===== src/rtl/spr_pkg.sv =====
package spr_pkg;

    // Outcome of a frame, reported for one cycle when the strobe rises
    typedef enum logic [1:0] {
        FR_NONE = 2'd0,
        FR_GOOD = 2'd1,
        FR_BAD  = 2'd2
    } spr_frame_e;

endpackage


===== src/rtl/spr_sync.sv =====
module spr_sync #(
    parameter int           W      = 1,
    parameter int           STAGES = 2,
    parameter logic [W-1:0] IDLE   = '0
) (
    input  logic         clk,
    input  logic         rst_n,
    input  logic [W-1:0] d_i,
    output logic [W-1:0] q_o
);

    logic [STAGES-1:0][W-1:0] chain_q;

    always_ff @(posedge clk or negedge rst_n) begin
        if (!rst_n) begin
            chain_q <= {STAGES{IDLE}};
        end else begin
            chain_q[0] <= d_i;
            for (int s = 1; s < STAGES; s++) begin
                chain_q[s] <= chain_q[s-1];
            end
        end
    end

    assign q_o = chain_q[STAGES-1];

endmodule


===== src/rtl/spr_shifter.sv =====
module spr_shifter
    import spr_pkg::*;
#(
    parameter int WORD_W = 16
) (
    input  logic              clk,
    input  logic              rst_n,
    input  logic              run_i,
    input  logic              load_n_s,
    input  logic              sclk_s,
    input  logic              sdat_s,
    output spr_frame_e        result_o,
    output logic [WORD_W-1:0] word_o
);

    localparam int CNT_MAX = WORD_W + 1;
    localparam int CNT_W   = $clog2(CNT_MAX + 1);

    typedef struct packed {
        logic              load_p;
        logic              sclk_p;
        logic              in_frame;
        logic              bad_start;
        logic [CNT_W-1:0]  cnt;
        logic [WORD_W-1:0] shreg;
    } shift_st_t;

    shift_st_t  st_d, st_q;
    spr_frame_e result_d;
    logic       load_fall, load_rise, sclk_rise;

    assign load_fall = st_q.load_p & ~load_n_s;
    assign load_rise = ~st_q.load_p & load_n_s;
    assign sclk_rise = ~st_q.sclk_p & sclk_s;

    always_comb begin
        st_d        = st_q;
        result_d    = FR_NONE;
        st_d.load_p = load_n_s;
        st_d.sclk_p = sclk_s;
        if (!run_i) begin
            st_d.in_frame  = 1'b0;
            st_d.bad_start = 1'b0;
            st_d.cnt       = '0;
        end else if (load_fall) begin
            st_d.in_frame  = 1'b1;
            st_d.bad_start = ~sclk_s;
            st_d.cnt       = '0;
        end else if (load_rise) begin
            if (st_q.in_frame) begin
                if (st_q.cnt == CNT_W'(WORD_W) && !st_q.bad_start) begin
                    result_d = FR_GOOD;
                end else begin
                    result_d = FR_BAD;
                end
            end
            st_d.in_frame = 1'b0;
        end else if (st_q.in_frame && !load_n_s && sclk_rise) begin
            st_d.shreg = {st_q.shreg[WORD_W-2:0], sdat_s};
            if (st_q.cnt != CNT_W'(CNT_MAX)) begin
                st_d.cnt = st_q.cnt + 1'b1;
            end
        end
    end

    always_ff @(posedge clk or negedge rst_n) begin
        if (!rst_n) begin
            st_q <= '{load_p: 1'b1, sclk_p: 1'b1, in_frame: 1'b0,
                      bad_start: 1'b0, cnt: '0, shreg: '0};
        end else begin
            st_q <= st_d;
        end
    end

    assign result_o = result_d;
    assign word_o   = st_q.shreg;


    cnt_bound_chk: assert property (@(posedge clk) disable iff (!rst_n)
        st_q.cnt <= CNT_W'(CNT_MAX));


    bad_start_chk: assert property (@(posedge clk) disable iff (!rst_n)
        (run_i && load_fall && !sclk_s) |=> st_q.bad_start);


    standby_drop_chk: assert property (@(posedge clk) disable iff (!rst_n)
        !run_i |=> !st_q.in_frame);

endmodule


===== src/rtl/spr_apply.sv =====
module spr_apply
    import spr_pkg::*;
#(
    parameter int WORD_W = 16,
    parameter int CH_W   = 15,
    parameter int CH_MIN = 3968,
    parameter int CH_MAX = 32764
) (
    input  logic              clk,
    input  logic              rst_n,
    input  logic              run_i,
    input  spr_frame_e        result_i,
    input  logic [WORD_W-1:0] word_i,
    input  logic              rxtx_s,
    output logic [CH_W-1:0]   chan_o,
    output logic              low_pwr_o,
    output logic              pending_o,
    output logic              range_err_o,
    output logic              frame_err_o
);

    localparam logic [CH_W-1:0] CH_LO = CH_W'(CH_MIN);
    localparam logic [CH_W-1:0] CH_HI = CH_W'(CH_MAX);

    typedef struct packed {
        logic            rxtx_p;
        logic [CH_W-1:0] chan;
        logic            low_pwr;
        logic            pend_val;
        logic            pend;
        logic            range_err;
        logic            frame_err;
    } apply_st_t;

    apply_st_t       st_d, st_q;
    logic            tx_start, good, new_oor;
    logic [CH_W-1:0] new_chan;

    assign tx_start = st_q.rxtx_p & ~rxtx_s;
    assign good     = run_i && (result_i == FR_GOOD);
    assign new_chan = word_i[CH_W-1:0];
    assign new_oor  = (new_chan < CH_LO) || (new_chan > CH_HI);

    always_comb begin
        st_d        = st_q;
        st_d.rxtx_p = rxtx_s;
        if (run_i) begin
            if (result_i == FR_GOOD) begin
                st_d.chan      = new_chan;
                st_d.pend_val  = word_i[WORD_W-1];
                st_d.pend      = 1'b1;
                st_d.range_err = new_oor;
                st_d.frame_err = 1'b0;
            end else if (result_i == FR_BAD) begin
                st_d.frame_err = 1'b1;
            end
            if (tx_start && st_q.pend && !good) begin
                st_d.low_pwr = st_q.pend_val;
                st_d.pend    = 1'b0;
            end
        end
    end

    always_ff @(posedge clk or negedge rst_n) begin
        if (!rst_n) begin
            st_q <= '{rxtx_p: 1'b1, chan: CH_LO, low_pwr: 1'b0, pend_val: 1'b0,
                      pend: 1'b0, range_err: 1'b0, frame_err: 1'b0};
        end else begin
            st_q <= st_d;
        end
    end

    assign chan_o      = st_q.chan;
    assign low_pwr_o   = st_q.low_pwr;
    assign pending_o   = st_q.pend;
    assign range_err_o = st_q.range_err;
    assign frame_err_o = st_q.frame_err;


    chan_only_on_good_chk: assert property (@(posedge clk) disable iff (!rst_n)
        !$stable(st_q.chan) |-> $past(result_i == FR_GOOD));


    pwr_only_on_tx_chk: assert property (@(posedge clk) disable iff (!rst_n)
        !$stable(st_q.low_pwr) |-> $past(tx_start && st_q.pend && run_i));


    pend_clear_chk: assert property (@(posedge clk) disable iff (!rst_n)
        (run_i && tx_start && st_q.pend && result_i != FR_GOOD) |=> !st_q.pend);


    range_flag_chk: assert property (@(posedge clk) disable iff (!rst_n)
        (run_i && result_i == FR_GOOD) |=>
        (st_q.range_err == (($past(word_i[CH_W-1:0]) < CH_LO) ||
                            ($past(word_i[CH_W-1:0]) > CH_HI))));

endmodule


===== src/rtl/synth_prog_reg.sv =====
module synth_prog_reg
    import spr_pkg::*;
#(
    parameter int WORD_W      = 16,
    parameter int CH_W        = WORD_W - 1,
    parameter int CH_MIN      = 3968,
    parameter int CH_MAX      = 32764,
    parameter int SYNC_STAGES = 2
) (
    input  logic            clk,
    input  logic            rst_n,
    input  logic            run_i,
    input  logic            load_n_i,
    input  logic            ser_clk_i,
    input  logic            ser_dat_i,
    input  logic            rx_not_tx_i,
    output logic [CH_W-1:0] chan_div_o,
    output logic            tx_low_pwr_o,
    output logic            pwr_pending_o,
    output logic            div_range_err_o,
    output logic            frame_err_o
);

    localparam int         N_SYNC    = 4;
    localparam logic [3:0] SYNC_IDLE = 4'b1110;

    logic [N_SYNC-1:0] raw_in, synced;
    spr_frame_e        result;
    logic [WORD_W-1:0] word;

    assign raw_in = {rx_not_tx_i, load_n_i, ser_clk_i, ser_dat_i};

    spr_sync #(
        .W      (N_SYNC),
        .STAGES (SYNC_STAGES),
        .IDLE   (SYNC_IDLE)
    ) sync_i (
        .clk   (clk),
        .rst_n (rst_n),
        .d_i   (raw_in),
        .q_o   (synced)
    );

    spr_shifter #(
        .WORD_W (WORD_W)
    ) shift_i (
        .clk      (clk),
        .rst_n    (rst_n),
        .run_i    (run_i),
        .load_n_s (synced[2]),
        .sclk_s   (synced[1]),
        .sdat_s   (synced[0]),
        .result_o (result),
        .word_o   (word)
    );

    spr_apply #(
        .WORD_W (WORD_W),
        .CH_W   (CH_W),
        .CH_MIN (CH_MIN),
        .CH_MAX (CH_MAX)
    ) apply_i (
        .clk         (clk),
        .rst_n       (rst_n),
        .run_i       (run_i),
        .result_i    (result),
        .word_i      (word),
        .rxtx_s      (synced[3]),
        .chan_o      (chan_div_o),
        .low_pwr_o   (tx_low_pwr_o),
        .pending_o   (pwr_pending_o),
        .range_err_o (div_range_err_o),
        .frame_err_o (frame_err_o)
    );


    good_clears_flag_chk: assert property (@(posedge clk) disable iff (!rst_n)
        (run_i && result == FR_GOOD) |=> !frame_err_o);


    bad_sets_flag_chk: assert property (@(posedge clk) disable iff (!rst_n)
        (run_i && result == FR_BAD) |=> (frame_err_o && $stable(chan_div_o)));

endmodule


===== config.mk =====
export PLATFORM = sky130hd
export DESIGN_NAME = synth_prog_reg
export DESIGN_NICKNAME = d
export VERILOG_FILES = /design/src/rtl/spr_pkg.sv /design/src/rtl/spr_sync.sv /design/src/rtl/spr_shifter.sv /design/src/rtl/spr_apply.sv /design/src/rtl/synth_prog_reg.sv
export SDC_FILE = /design/constraint.sdc
export NUM_CORES = 1
export LEC_CHECK = 0
export ABC_CLOCK_PERIOD_IN_PS = 6310
export BUFFER_PORTS_ARGS = -buffer_cell sky130_fd_sc_hd__buf_4
export CAP_MARGIN = 30
export CELL_PAD_IN_SITES_DETAIL_PLACEMENT = 0
export CELL_PAD_IN_SITES_GLOBAL_PLACEMENT = 1
export CORE_MARGIN = 2
export CORE_UTILIZATION = 51
export CTS_CLUSTER_DIAMETER = 100
export CTS_CLUSTER_SIZE = 14
export DETAILED_ROUTE_END_ITERATION = 10
export PLACE_DENSITY_LB_ADDON = 0.2
export SKIP_LAST_GASP = 1
export SLEW_MARGIN = 20
export SYNTH_ARGS = -nofsm -noshare
export SYNTH_HDL_FRONTEND = slang
export SYNTH_SLANG_ARGS = --single-unit

===== constraint.sdc =====
create_clock -name clk -period 6.31 [get_ports clk]
set_input_delay 0.3155 -clock clk [delete_from_list [all_inputs] [get_ports clk]]
set_output_delay 0.3155 -clock clk [all_outputs]
set_load 0.02 [all_outputs]

* Yosys cells after proc, flatten, opt, wreduce, memory -nomap -nowiden
Index checks and enable logic that the tools add are counted.
** Operators by class
- Add/sub/neg operators :: 1
- $lt $le $gt $ge :: 2
- Eq/ne operators :: 9
- Mux-type cells :: 17
- Bitwise logic cells :: 11
- Reduce and logical (&&, ||, !) cells :: 18
** Operator list (number)
- two-way mux 21 bit :: 2
- greater-than comparator 15 bit, second input constant :: 1
- < comparator 15 x 12 -> 1 bit, second input constant :: 1
- two-way mux 2 bit :: 6
- two-way mux 5 bit :: 2
- != test 3 x 1 -> 1 bit, second input constant :: 3
- AND reduction 2 bit :: 4
- two-way mux 7 bit :: 1
- inverter 1 bit :: 7
- logical AND 1 bit :: 6
- two-way mux 1 bit :: 6
- adder 5 x 1 -> 5 bit, second input constant :: 1
- equality test 5 bit, second input constant :: 1
- != test 5 bit, second input constant :: 1
- AND 1 bit :: 4
- AND reduction 4 bit :: 1
- nonzero test 2 bit :: 2
- zero test 1 bit :: 3
- != test 3 x 2 -> 1 bit, second input constant :: 1
- AND reduction 3 bit :: 1
- equality test 2 x 1 -> 1 bit, second input constant :: 1
- equality test 2 bit, second input constant :: 1
- != test 2 x 1 -> 1 bit, second input constant :: 1
- logical OR 1 bit :: 1
** Storage, ports and cells
- Register bits :: 54
- Output and inout bits :: 19
- Logic and storage cells :: 73

* Longest topological paths before layout
- Word-level depth :: 13
- Mapped depth :: 9
- Mapped depth without buffers :: 9

* Hierarchy
From an unflattened synthesis, not the netlist that was laid out.
** Unflattened totals
- Cell total of the unflattened synthesis :: 189
- Area, all modules :: 2476.1 µm²
** Modules (own cells, without submodules)
- spr_shifter :: instances 1, cells an instance 103, area each 1260.0 µm², sequential area each 628.1 µm²
- spr_apply :: instances 1, cells an instance 74, area each 978.4 µm², sequential area each 533.0 µm²
- spr_sync :: instances 1, cells an instance 12, area each 237.7 µm², sequential area each 207.7 µm²

* Worst setup path before layout
OpenSTA, ideal clock, no wires.
- Path type :: reg-to-reg
- From :: register sync_i.chain_q (netlist bit sync_i.q_o[2])
- To :: register apply_i.st_q (netlist bit apply_i.chan_o[12])
- Setup time :: 125 ps
- Data arrival time :: 2184 ps
- Data required time :: 6185 ps
- Slack :: 4001 ps
- Cell stages (with the launch flop) :: 10
- Buffers on the path :: 1
- Clock period less this slack :: 2309 ps
- Cells stage by stage :: dfstp_2 inv_1 ha_1 nor2b_1 nand3_1 nand2b_1 ha_1 nand2_1 buf_2 mux2_2
** On the way
- Word-level cells in the longest chain between the ends :: 6
- Elaborated cells between the ends (all ways) :: 8
- Classes of those cells :: 1 x eq/ne; 3 x mux; 3 x bitwise; 1 x reduce/logical
** RTL lines
- start, declared :: line spr_sync.sv:12 : logic [STAGES-1:0][W-1:0] chain_q;
- start signal, assigned :: line spr_sync.sv:16 : chain_q <= {STAGES{IDLE}};
- start signal, assigned by index :: line spr_sync.sv:20 : chain_q[s] <= chain_q[s-1];
- AND 1 bit or inverter 1 bit (tied branches) :: line spr_shifter.sv:33, spr_shifter.sv:32
- two-way mux 2 bit or AND 1 bit (tied branches) :: line spr_shifter.sv:49, spr_shifter.sv:32
- two-way mux 2 bit * :: line spr_shifter.sv:45 : end else if (load_fall) begin
- two-way mux 2 bit * :: line spr_shifter.sv:41 : if (!run_i) begin
- equality test 2 x 1 -> 1 bit * :: line spr_apply.sv:48 : if (result_i == FR_GOOD) begin
- AND reduction 2 bit (no source line) *
- end signal, assigned :: line spr_apply.sv:66 : st_q <= '{rxtx_p: 1'b1, chan: CH_LO, low_pwr: 1'b0, pend_val: 1'b0,
- end signal, assigned :: line spr_apply.sv:69 : st_q <= st_d;
- end, declared :: line spr_apply.sv:35 : apply_st_t st_d, st_q;
Mark *: on every way between the ends. The rest lies on a longest branch, timed or not.
A chain may end at the register's enable or synchronous reset.

* Worst setup path after layout
- From :: register sync_i.chain_q (netlist bit sync_i.q_o[2])
- To :: register apply_i.st_q (netlist bit apply_i.range_err_o)
Same word-level chain as after synthesis.

==> results.yml <==
place:
  dp.cells: 229
  dp_hpwl_um: 2610
  gp_congestion: 0.691
  port_buffers: 25
power:
  vdd_drop_max_v: 0.000146
  power_density_nw_per_um2: 228
  total_power_mw: 0.586
  power_frac_seq_pct: 61.4
  comb_power_share_pct: 4.1
  power.internal_mw: 0.447
  switching_share_pct: 23.8
  p_clk_share_pct: 34.5
  netSwitchingPower_mw: 0.139
  leakage_nw: 1.23
sta:
  timing.fmax_mhz: 373
  finalCriticalPeriod_ps: 2680
  fin_hold_ws_ps: 23.8
  hold_viol_final: 0
  finalMaxSlewViolations: 0
  period_share_pct: 42.5
  fin_worst_skew_ps: 11.8
  setup_violations: 0
  tightest_slew_ps: 704
  tns_ps: 0
  grt_setup_unrepaired: "false"
  relSlewSlack_pct: 52.9
drt:
  ant_nets: 0
  initialDrtViolationCount: 52
  via_count: 1304
  post_drt_wl_per_cell_um: 15.8
  drcViolationCount: 0
  drt-pass1-iter-count: 4
  avgViaCountPerCell: 5.50
  routed_wl_um: 3740
clock_tree:
  cts_resized: 0
  clkLatencyLatePin_ps: 310
  clock_sinks: 54
  cts_root_buffer: "clkbuf_8"
  postCtsSetupBuffers: 0
  clkTransAtPathRegs_ps: 100
  cts_tree: "yes"
  htreeDepth: 2
  holdBufCountCts: 0
  cts_buffers: 5
  clock_path_buffers: 2
layout:
  antenna_cells: 0
  final_cell_mix: "dfrtp_1 (40), buf_4 (25), mux2_2 (16), dfstp_2 (14), mux2_4 (10)"
  fin_cells: 237
  fin_util_pct: 58.1
  nets: 197
  fillCellCount: 371
  area_delta_synth_final_pct: 8.40
  mostFrequentLayoutCell: "dfrtp_1"
  drive_gt1_share_pct: 41.1
grt:
  grt_pass1_wl_um: 6310
  grt_pass1_vias: 1325
  antenna_found_initial: 0
  grt_max_degree: 55
  track_usage_pct: 16.2
  grt-ovfl-total: 0
job:
  cap_violations: 0
synthesis:
  ys.flop_type: "dfrtp_1"
  yosysTopAreaCell: "dfrtp_1"
  ys_seq_elements: 54
  synth_edf_count: 0
  syn_inst: 170
  async_flop_share_pct: 100
  synth.distinct_cells: 34
  synth_area_um2: 2370
  synth-seq-area-share_pct: 57.8
  avgSynthCellArea_um2: 13.9
  ys.warnings.count: 0
  yosys-top-cells-area: "dfrtp_1 (42%), dfstp_2 (16%), mux2_2 (7.6%), mux2_4 (6.3%), buf_4 (4.8%)"
  yosysTopAreaCellShare_pct: 42.3
  synthesis.nets: 183
outcome:
  status: "finished, final reports clean"
floorplan:
  die_w_um: 72.1
  rows: 24
  pin_count: 26
  die_y_um: 72.1
  core-area_um2: 4410
  die_area_um2: 5200
  initial_core_util_pct: 53.6
worst_setup_path:
  critPathLaunchType: "register"
  r2r_cells: 9
  regToRegSetupSlack_ps: 3630
  critPathKind: "reg2reg"
  r2r-end: "apply_i.range_err_o$_DFFE_PN0P_"
  path_max_fanout: 17
  arrival_ps: 2880
  crit-reg2reg-launch: "sync_i.q_o[2]$_DFF_PN1_"
  crit_required_ps: 6500
  crit_path_end_kind: "register"
worst_hold_path:
  worstHoldPathType: "in2async"
==> synthesized netlist by cell type (all sizes together), types with 2 or more instances <==
cell type and n:
nor4 2, mux2i 2, nand2b 3, nand2 4
mux2 33, nand4b 3, dfrtp 40, dfstp 14
ha 6, or3 2, nand4 4, a21oi 5
nand4bb 2, inv 7, nand3 2, o31ai 3
nor2 8, o21ai 3, buf 18
==> critical path: stages (launching register included) <==
cell,delay [ps]
dfstp_2,570
inv_1,50
ha_1,210
nor2b_1,200
nand3_1,110
nand2b_1,160
ha_1,220
nand2_1,530
nor4_1,170
a221o_1,330
==> metrics by stage <==
step	worst slack (ps)	area, um2
4_1_cts	3600	2570
2_1_floorplan	4000	2370
3_5_place_dp	3630	2470
5_1_grt	3410	2570
3_3_place_gp	3740	2470
6_report	3630	2570
==> logic make-up after synthesis <==
logic type                 share of synthesized area [%]
AOI/OAI and AO/OA                                   3.49
adders and majority gates                           3.17
buffers and inverters                               7.40
DFF                                                 57.8
muxes                                               18.1
and+or+nand+nor                                     9.99
==> state kept, by name (all words and copies together) (netlist names) <==
name	cells
shift_i.word_o	16
apply_i.chan_o	15
shift_i.st_q	9
sync_i.chain_q	4
sync_i.q_o	4
apply_i.st_q	2
apply_i.frame_err_o	1
apply_i.low_pwr_o	1
apply_i.pending_o	1
apply_i.range_err_o	1
==> area by class of cell <==
cell class	count	area (um2)	area share, %
flip-flops and latches	54	1370	53.3
multi-input cells	91	823	32.1
inverters	7	26.3	1.02
clock buffers	5	68.8	2.68
well taps	52	65.1	2.54
repair buffers	25	188	7.31
clock inverters	3	26.3	1.02
==> routing by layer <==
layer,part of all wire (%),up-vias,global-route usage (%)
met5,0,-,0
li1,-,611,-
met4,2.4,0,7.76
met1,47,661,21.2
met3,3.1,9,4.72
met2,47,23,24.9
==> worst max path at each step <==
| stage | start | endpoint | slack [ps] | cells past startpoint |
|---|---|---|---|---|
| global route | sync_i.q_o[2]$_DFF_PN1_ | apply_i.range_err_o$_DFFE_PN0P_ | 3410 | 9 |
| detailed placement | sync_i.q_o[2]$_DFF_PN1_ | apply_i.range_err_o$_DFFE_PN0P_ | 3630 | 9 |
| CTS | sync_i.q_o[2]$_DFF_PN1_ | apply_i.range_err_o$_DFFE_PN0P_ | 3600 | 9 |
| global placement | sync_i.q_o[2]$_DFF_PN1_ | apply_i.range_err_o$_DFFE_PN0P_ | 3740 | 9 |
| floorplan | sync_i.q_o[2]$_DFF_PN1_ | apply_i.chan_o[12]$_DFFE_PN0P_ | 4000 | 9 |
| finish | sync_i.q_o[2]$_DFF_PN1_ | apply_i.range_err_o$_DFFE_PN0P_ | 3630 | 9 |
==> power by group through the flow <==
stage / clock network (mW) / logic [mW] / registers (mW)
final: 0.202 / 0.0242 / 0.360
after global routing: 0.226 / 0.0274 / 0.361
after CTS: 0.211 / 0.0249 / 0.360
after detailed placement: 0 / 0.0248 / 0.366
after global placement: 0 / 0.0240 / 0.366
after floorplan: 0 / 0.00881 / 0.367
(Power assumes the default switching activity.)
